**config.mk**
```make
export PLATFORM = sky130hd
export DESIGN_NAME = smc_strobe_gen
export DESIGN_NICKNAME = d
export VERILOG_FILES = /design/src/rtl/smc_strobe_pkg.sv /design/src/rtl/smc_beat_ctrl.sv /design/src/rtl/smc_addr_step.sv /design/src/rtl/smc_lane_decode.sv /design/src/rtl/smc_strobe_gen.sv
export SDC_FILE = /design/constraint.sdc
export NUM_CORES = 1
export LEC_CHECK = 0
export BUFFER_PORTS_ARGS = -buffer_cell sky130_fd_sc_hd__buf_4
export CAP_MARGIN = 10
export CORE_MARGIN = 3
export CORE_UTILIZATION = 55
export DETAILED_ROUTE_END_ITERATION = 8
export GPL_TIMING_DRIVEN = 0
export HOLD_SLACK_MARGIN = 0.02
export PLACE_DENSITY = 0.84
export SYNTH_ARGS = -nofsm -noshare
export SYNTH_HDL_FRONTEND = slang
export SYNTH_HIERARCHICAL = 1
export SYNTH_SLANG_ARGS = --single-unit
```
**constraint.sdc**
```tcl
create_clock -name clk_i -period 8.6 [get_ports clk_i]
set_clock_uncertainty 0.05 [all_clocks]
set_input_delay 1.72 -clock clk_i [delete_from_list [all_inputs] [get_ports clk_i]]
set_output_delay 1.72 -clock clk_i [all_outputs]
set_load 0.01 [all_outputs]
```
**src/rtl/smc_strobe_pkg.sv**
```systemverilog
package smc_strobe_pkg;
  typedef enum logic [1:0] {
    ST_IDLE   = 2'd0,
    ST_ACCESS = 2'd1,
    ST_GAP    = 2'd2
  } smc_state_e;

  // words per asynchronous page, as address bits
  localparam int unsigned PAGE_W = 2;
endpackage

```
**src/rtl/smc_beat_ctrl.sv**
```systemverilog
module smc_beat_ctrl
  import smc_strobe_pkg::*;
#(
  parameter int unsigned WAIT_W = 4,
  parameter int unsigned LEN_W  = 4
) (
  input  logic              clk_i,
  input  logic              rst_ni,
  input  logic              start_i,
  input  logic [LEN_W-1:0]  len_i,
  input  logic              page_en_i,
  input  logic              page_last_i,
  input  logic [WAIT_W-1:0] wait_first_i,
  input  logic [WAIT_W-1:0] wait_page_i,
  output smc_state_e        state_o,
  output logic              beat_end_o,
  output logic              idle_o
);
  localparam logic [WAIT_W-1:0] W_ONE = WAIT_W'(1);
  localparam logic [LEN_W-1:0]  L_ONE = LEN_W'(1);

  smc_state_e        state_q;
  logic [WAIT_W-1:0] wcnt_q;
  logic [LEN_W-1:0]  remain_q;
  logic              more_q;   // split pending: another page follows the gap

  assign beat_end_o = (state_q == ST_ACCESS) && (wcnt_q == '0);
  assign idle_o     = (state_q == ST_IDLE);
  assign state_o    = state_q;

  always_ff @(posedge clk_i or negedge rst_ni) begin
    if (!rst_ni) begin
      state_q  <= ST_IDLE;
      wcnt_q   <= '0;
      remain_q <= '0;
      more_q   <= 1'b0;
    end else begin
      unique case (state_q)
        ST_IDLE: begin
          if (start_i) begin
            state_q  <= ST_ACCESS;
            wcnt_q   <= wait_first_i;
            remain_q <= len_i;
            more_q   <= 1'b0;
          end
        end
        ST_ACCESS: begin
          if (wcnt_q != '0) begin
            wcnt_q <= wcnt_q - W_ONE;
          end else if (remain_q == '0) begin
            state_q <= ST_GAP;
            more_q  <= 1'b0;
          end else begin
            remain_q <= remain_q - L_ONE;
            if (page_en_i && !page_last_i) begin
              wcnt_q <= wait_page_i;
            end else begin
              state_q <= ST_GAP;
              more_q  <= 1'b1;
            end
          end
        end
        ST_GAP: begin
          if (more_q) begin
            state_q <= ST_ACCESS;
            wcnt_q  <= wait_first_i;
            more_q  <= 1'b0;
          end else begin
            state_q <= ST_IDLE;
          end
        end
        default: state_q <= ST_IDLE;
      endcase
    end
  end
endmodule

```
**src/rtl/smc_addr_step.sv**
```systemverilog
module smc_addr_step
  import smc_strobe_pkg::*;
#(
  parameter int unsigned ADDR_W = 24
) (
  input  logic              clk_i,
  input  logic              rst_ni,
  input  logic              load_i,
  input  logic [ADDR_W-1:0] load_addr_i,
  input  logic              step_i,
  output logic [ADDR_W-1:0] addr_o,
  output logic              page_last_o
);
  localparam logic [ADDR_W-1:0] A_ONE = ADDR_W'(1);

  logic [ADDR_W-1:0] addr_q;

  always_ff @(posedge clk_i or negedge rst_ni) begin
    if (!rst_ni)     addr_q <= '0;
    else if (load_i) addr_q <= load_addr_i;
    else if (step_i) addr_q <= addr_q + A_ONE;
  end

  assign addr_o      = addr_q;
  assign page_last_o = &addr_q[PAGE_W-1:0];
endmodule

```
**src/rtl/smc_lane_decode.sv**
```systemverilog
module smc_lane_decode #(
  parameter int unsigned LANES = 4
) (
  input  logic             active_i,
  input  logic             write_i,
  input  logic [LANES-1:0] be_i,
  input  logic             lane_state_i,
  input  logic             cs_high_i,
  output logic             cs_o,
  output logic             we_no,
  output logic             oe_no,
  output logic [LANES-1:0] lane_no
);
  always_comb begin
    cs_o    = active_i ? cs_high_i : ~cs_high_i;
    we_no   = 1'b1;
    oe_no   = 1'b1;
    lane_no = '1;
    if (active_i) begin
      if (write_i) begin
        we_no   = ~lane_state_i;  // write-strobe mode parks WE
        lane_no = ~be_i;
      end else begin
        oe_no   = 1'b0;
        lane_no = lane_state_i ? ~be_i : '1;
      end
    end
  end
endmodule

```
**src/rtl/smc_strobe_gen.sv**
```systemverilog
module smc_strobe_gen
  import smc_strobe_pkg::*;
#(
  parameter int unsigned ADDR_W = 24,
  parameter int unsigned LANES  = 4,
  parameter int unsigned WAIT_W = 4,
  parameter int unsigned LEN_W  = 4
) (
  input  logic              clk_i,
  input  logic              rst_ni,
  input  logic              cfg_lane_state_i,
  input  logic              cfg_cs_high_i,
  input  logic              cfg_page_en_i,
  input  logic [WAIT_W-1:0] cfg_wait_first_i,
  input  logic [WAIT_W-1:0] cfg_wait_page_i,
  input  logic              req_valid_i,
  input  logic              req_write_i,
  input  logic [ADDR_W-1:0] req_addr_i,
  input  logic [LANES-1:0]  req_be_i,
  input  logic [LEN_W-1:0]  req_len_i,
  output logic              req_ready_o,
  output logic              beat_done_o,
  output logic [ADDR_W-1:0] addr_o,
  output logic              cs_o,
  output logic              we_no,
  output logic              oe_no,
  output logic [LANES-1:0]  lane_no
);
  smc_state_e       state;
  logic             idle, start, beat_end, page_last;
  logic             write_q;
  logic [LANES-1:0] be_q;

  assign start = req_valid_i && idle;

  always_ff @(posedge clk_i or negedge rst_ni) begin
    if (!rst_ni) begin
      write_q <= 1'b0;
      be_q    <= '0;
    end else if (start) begin
      write_q <= req_write_i;
      be_q    <= req_be_i;
    end
  end

  smc_beat_ctrl #(.WAIT_W(WAIT_W), .LEN_W(LEN_W)) u_ctrl (
    .clk_i        (clk_i),
    .rst_ni       (rst_ni),
    .start_i      (start),
    .len_i        (req_len_i),
    .page_en_i    (cfg_page_en_i),
    .page_last_i  (page_last),
    .wait_first_i (cfg_wait_first_i),
    .wait_page_i  (cfg_wait_page_i),
    .state_o      (state),
    .beat_end_o   (beat_end),
    .idle_o       (idle)
  );

  smc_addr_step #(.ADDR_W(ADDR_W)) u_addr (
    .clk_i       (clk_i),
    .rst_ni      (rst_ni),
    .load_i      (start),
    .load_addr_i (req_addr_i),
    .step_i      (beat_end),
    .addr_o      (addr_o),
    .page_last_o (page_last)
  );

  smc_lane_decode #(.LANES(LANES)) u_lanes (
    .active_i     (state == ST_ACCESS),
    .write_i      (write_q),
    .be_i         (be_q),
    .lane_state_i (cfg_lane_state_i),
    .cs_high_i    (cfg_cs_high_i),
    .cs_o         (cs_o),
    .we_no        (we_no),
    .oe_no        (oe_no),
    .lane_no      (lane_no)
  );

  assign req_ready_o = idle;
  assign beat_done_o = beat_end;
endmodule

```
# [Word level (Yosys, flattened, before mapping)]
# Cells that the tools add are included.
[totals] ff_bits=40
[op_classes] addsub=3 eq_ne=9 n_mux=31 bitwise_logic=3 n_reduce_logical=16
[ops] cell="$mux 24" count=2
[ops] cell="$mux 4" count=11
[ops] cell="$add 24x1->24 const B" count=1
[ops] cell="$pmux 4 s3" count=1
[ops] cell="$mux 1" count=10
[ops] cell="$ne 3x3->1 const B" count=3
[ops] cell="$logic_not 4->1" count=2
[ops] cell="$mux 2" count=4
[ops] cell="$pmux 4 s2" count=1
[ops] cell="$reduce_and 4->1" count=2
[ops] cell="$sub 4x1->4 const B" count=2
[ops] cell="$pmux 2 s3" count=1
[ops] cell="$reduce_and 5->1" count=1
[ops] cell="$ne 2x1->1 const B" count=2
[ops] cell="$ne 2x2->1 const B" count=2
[ops] cell="$not 4->4" count=1
[ops] cell="$reduce_bool 2->1" count=2
[ops] cell="$reduce_bool 4->1" count=1
[ops] cell="$logic_and 1x1->1" count=3
[ops] cell="$pmux 1 s3" count=1
[ops] cell="$reduce_and 3->1" count=1
[ops] cell="$reduce_bool 3->1" count=1
[ops] cell="$eq 2x1->1 const B" count=1
[ops] cell="$eq 2x2->1 const B" count=1
[ops] cell="other kinds (4)" count=5

# [Logic depth before layout (Yosys ltp)]
[depth] word_depth=7 depth_mapped=10 ltp_nobuf=8

# [Cells and area by module]
# Netlist, hierarchy kept.
[by_module_without_submodules] module="smc_addr_step" instances=1 cells_per_inst=171 area_each_um2=1458.9 seq_area_each_um2=600.6
[by_module_without_submodules] module="smc_beat_ctrl" instances=1 cells_per_inst=82 area_each_um2=738.2 seq_area_each_um2=275.3
[by_module_without_submodules] module="smc_strobe_gen" instances=1 cells_per_inst=13 area_each_um2=221.5 seq_area_each_um2=125.1
[by_module_without_submodules] module="smc_lane_decode" instances=1 cells_per_inst=8 area_each_um2=68.8 seq_area_each_um2=0.0

# [Worst setup path after synthesis]
# Ideal clock, no wire load.
[synth_timing] path_kind="input to output" start="in cfg_lane_state_i" end="out lane_no[0]" arrival_time_ps=1967 setup_slack_ps=4863 cell_stages=1 path_buffers=0 cell_sequence="o211ai_1"
[synth_via] elab_chain_cells=3
[synth_rtl] element="start, declared" line_no="smc_strobe_gen.sv:11" text="input logic cfg_lane_state_i,"
[synth_rtl] element="$mux 4" line_no="smc_lane_decode.sv:25" text="lane_no = lane_state_i ? ~be_i : '1;"
[synth_rtl] element="$mux 4" line_no="smc_lane_decode.sv:20" text="if (write_i) begin"
[synth_rtl] element="$mux 4" line_no="smc_lane_decode.sv:19" text="if (active_i) begin"
[synth_rtl] element="end, declared" line_no="smc_strobe_gen.sv:27" text="output logic [LANES-1:0] lane_no"
# No other way between the ends.

# [Final worst setup path]
[layout_timing] start="in cfg_lane_state_i" end="out lane_no[1]"
# Same word-level chain as after synthesis.

==> metrics.md <==
| Metric | Value |
|---|---|
| Status | `completed` |
| Synth async-reset ratio | `1.00` |
| Max rail drop VDD | `0.194 mV` |
| Critical Path RT | `6.83 ns` |
| Final #Nets | `410` |
| Worst-Margin Slew | `roughly 0.75 ns` |
| P_int | `603 uW` |
| Placed insts | `between 400 and 500` |
| Max clock buf depth | `2` |
| Switching part of the total power | `0.409` |
| Initial antenna violation count | `0` |
| Antenna Violating Nets Remaining | `0` |
| MaxCap Viol Count | `0` |
| Layout filler cell count | `317` |
| RSZ-0062 raised after global routing | `false` |
| Critical Path Sink Type | `output pin` |
| CP startpoint kind | `input pin` |
| Area share of the largest cell type after synthesis | `0.402` |
| Syn_nets | `324` |
| Final worst slack | `4.66 ns` |
| Pleak | `0.00142 uW` |
| Post-synth EDFFs | `0` |
| Mapped cell area | `2490 um2` |
| 1st-iter DRT viols | `130` |
| Pre-CTS setup slack | `around 4.7 ns` |
| Detailed-route via count | `2354` |
| Core Region | `4170 um2` |
| Post-synthesis xor/xnor area fraction | `0.0488` |
| Compound-cell area share of the yosys netlist | `0.127` |
| Die height | `73.3 um` |
| Final Max Tran Viols | `0` |
| Yosys reg bits | `40` |
| Initial core utilization | `0.596` |
| Sink Count | `40` |
| Hold Crit Class | `reg2reg` |
| Critical path class | `in2out` |
| Cell count after synthesis | `274` |
| Largest family of logic cells by synthesized area | `simple AND/OR/NAND/NOR gates` |
| Synth area leaders | `dfrtp_1 40%, nand2_1 5.9%, mux2i_1 3.6%, o21ai_0 3.6%, mux2_4 3.6%` |
| Clock-pin slew of the registers on the worst-case setup and hold paths | `0.07 ns` |
| Distinct cell type count of the synthesized netlist | `56` |
| Post-Synth Adder-Cell Area | `0.0151` |
| DP HPWL | `4.62 mm` |
| Top_reg_cell synth | `dfrtp_1` |
| Period minus WS final | `between 3 and 4 ns` |
| Routed wire length | `6.21 mm` |
| Clock latency on the worst-skew pair | `0.29 ns` |
| # resized after CTS | `0` |
| Largest net degree at the start of global routing | `41` |
| Final Cell Area | `3240 um2` |
| Clk pwr share | `0.133` |
| Fin crit share | `0.458` |
| Synth Area in Simple Gates | `0.287` |
| Register share of total power | `0.369` |
| CP Max Fanout | `5` |
| Cell Rows | `23` |
| Final Hold Viols | `0` |
| WL/cell | `15.1 um` |
| Combinational fraction of design power | `0.498` |
| Drt first pass iters | `4` |
| Final Non-Filler Cells | `410` |
| Commonest cells in the netlist | `40 x dfrtp_1, 39 x nand2_1, 18 x o21ai_0` |
| Global-route wire length before repair | `10.3 mm` |
| Register Area | `roughly 1000 um2` |
| Root Driver | `clkbuf_8` |
| H-tree levels | `2` |
| Synth warn | `6` |
| Layout overhead on the synthesized area | `30.2%` |
| Total negative slack | `0 ns` |
| Crit path DAT | `2.17 ns` |
| Rel. slew slack | `0.494` |
| Post-synthesis sequential area ratio | `0.402` |
| Peak Freq | `0.254 GHz` |
| Syn Area/Cell | `around 9.1 um2` |
| Overall Global Routing Usage | `0.243` |
| ANT cells | `0` |
| Number of global-route vias before repair | `~2200` |
| Die area | `between 5000 and 6000 um2` |
| Count leader, synth | `dfrtp_1` |
| # port buffers | `79` |
| Vias/cell | `~5.7` |
| Dpl cell area | `3140 um2` |
| Multi-input logic area | `1370 um2` |
| Final Wtd Congestion | `0.845` |
| Switch Pwr | `417 uW` |
| Postcts setup bufs | `0` |
| TritonCTS clock tree | `built` |
| PwrDens | `approximately 320 nW/um2` |
| I/O pin cnt | `80` |
| DRC Markers | `0` |
| Die width | `73.3 um` |
| Yosys top cell by area | `dfrtp_1` |
| Ratio of cells with drive above 1 in the final layout | `0.303` |
| Num CTS Buffers | `5` |
| Final setup vio count | `0` |
| Total gr overflow | `0` |
| Post-synthesis mux area share | `0.0724` |
| CTS Hold Bufs | `0` |
[kinds of logic after synthesis]
group           after synthesis
buf+inv                      24
xor+xnor                     13
flops                        40
fa+ha+maj                     3
compound gates               47
simple gates                132
mux                          15
[final timing paths]
kind | start | endpoint | slack [ns] | cells after the start
setup / recovery | cfg_lane_state_i | lane_no[1] | 4.66 | 3
hold / removal | be_q[1] | be_q[1] | 0.47 | 1
setup reg to reg | u_ctrl/wcnt_q[0] | u_addr/addr_o[20] | 5.40 | 10
hold reg to reg | be_q[1] | be_q[1] | 0.47 | 1
max in group asynchronous | rst_ni | u_ctrl/wcnt_q[0] | 6.79 | 1
min in group asynchronous | rst_ni | be_q[3] | 1.35 | 1
[state kept, by name, indices dropped and copies added (netlist names)]
register	flops
be_q	4
u_addr/addr_o	24
u_ctrl/more_q	1
u_ctrl/remain_q	4
u_ctrl/state_o	2
u_ctrl/wcnt_q	4
write_q	1
[layer usage]
layer | global-route usage | wire length (um)
met3 | 0.0506 | 420
met1 | 0.330 | 2750
met4 | 0.0574 | 51
met5 | 0 | 0
met2 | 0.398 | 2990
[placed cells by master (no fill, tap or decap), types with 2 or more instances in the layout]
| master | n |
|---|---|
| o211ai_1 | 5 |
| and2_1 | 2 |
| and2b_1 | 2 |
| nor2_1 | 16 |
| nor3_1 | 12 |
| ha_1 | 3 |
| a22oi_1 | 3 |
| o21ai_0 | 18 |
| nand2b_1 | 2 |
| a31oi_1 | 5 |
| or4_1 | 3 |
| dfrtp_1 | 40 |
| xnor2_1 | 8 |
| inv_1 | 10 |
| mux2_4 | 6 |
| o31ai_1 | 3 |
| nor2b_1 | 9 |
| nand4_1 | 4 |
| nor3b_1 | 2 |
| xor2_1 | 4 |
| clkbuf_8 | 7 |
| nand2_1 | 39 |
| a211o_1 | 2 |
| nand3_1 | 16 |
| or3_1 | 4 |
| buf_6 | 2 |
| buf_4 | 81 |
| clkbuf_1 | 6 |
| mux2i_1 | 9 |
| o2111ai_1 | 2 |
| nor4_1 | 9 |
[per-stage QoR]
step | hold WS (ns) | total power, uW | utilization
after floorplan | 0.427 | 688 | -
after global placement | 0.450 | 868 | 0.753
after detailed placement | 0.456 | 887 | 0.753
after CTS | 0.478 | 1030 | 0.776
after global routing | 0.500 | 1100 | 0.776
final | 0.474 | 1020 | 0.776
[worst max-delay path: stages]
cell and delay (ns):
buf_4 0.13, o211ai_1 0.17, buf_4 0.15
[power by group through the flow]
stage / Combinational (uW) / Clock (uW) / Sequential [uW]
finish: 508 / 136 / 377
global route: 566 / 147 / 392
CTS: 510 / 139 / 376
detailed placement: 508 / 0 / 379
global placement: 492 / 0 / 376
floorplan: 310 / 0 / 378
[layout make-up]
type / count / area share
flip-flops and latches: 40 / 0.309
clock buffers: 7 / 0.0297
inverters: 12 / 0.0143
repair buffers: 79 / 0.183
plain buffers: 12 / 0.0216
well taps: 50 / 0.0193
multi-input cells: 210 / 0.423
Power figures use the tool's default switching activity.
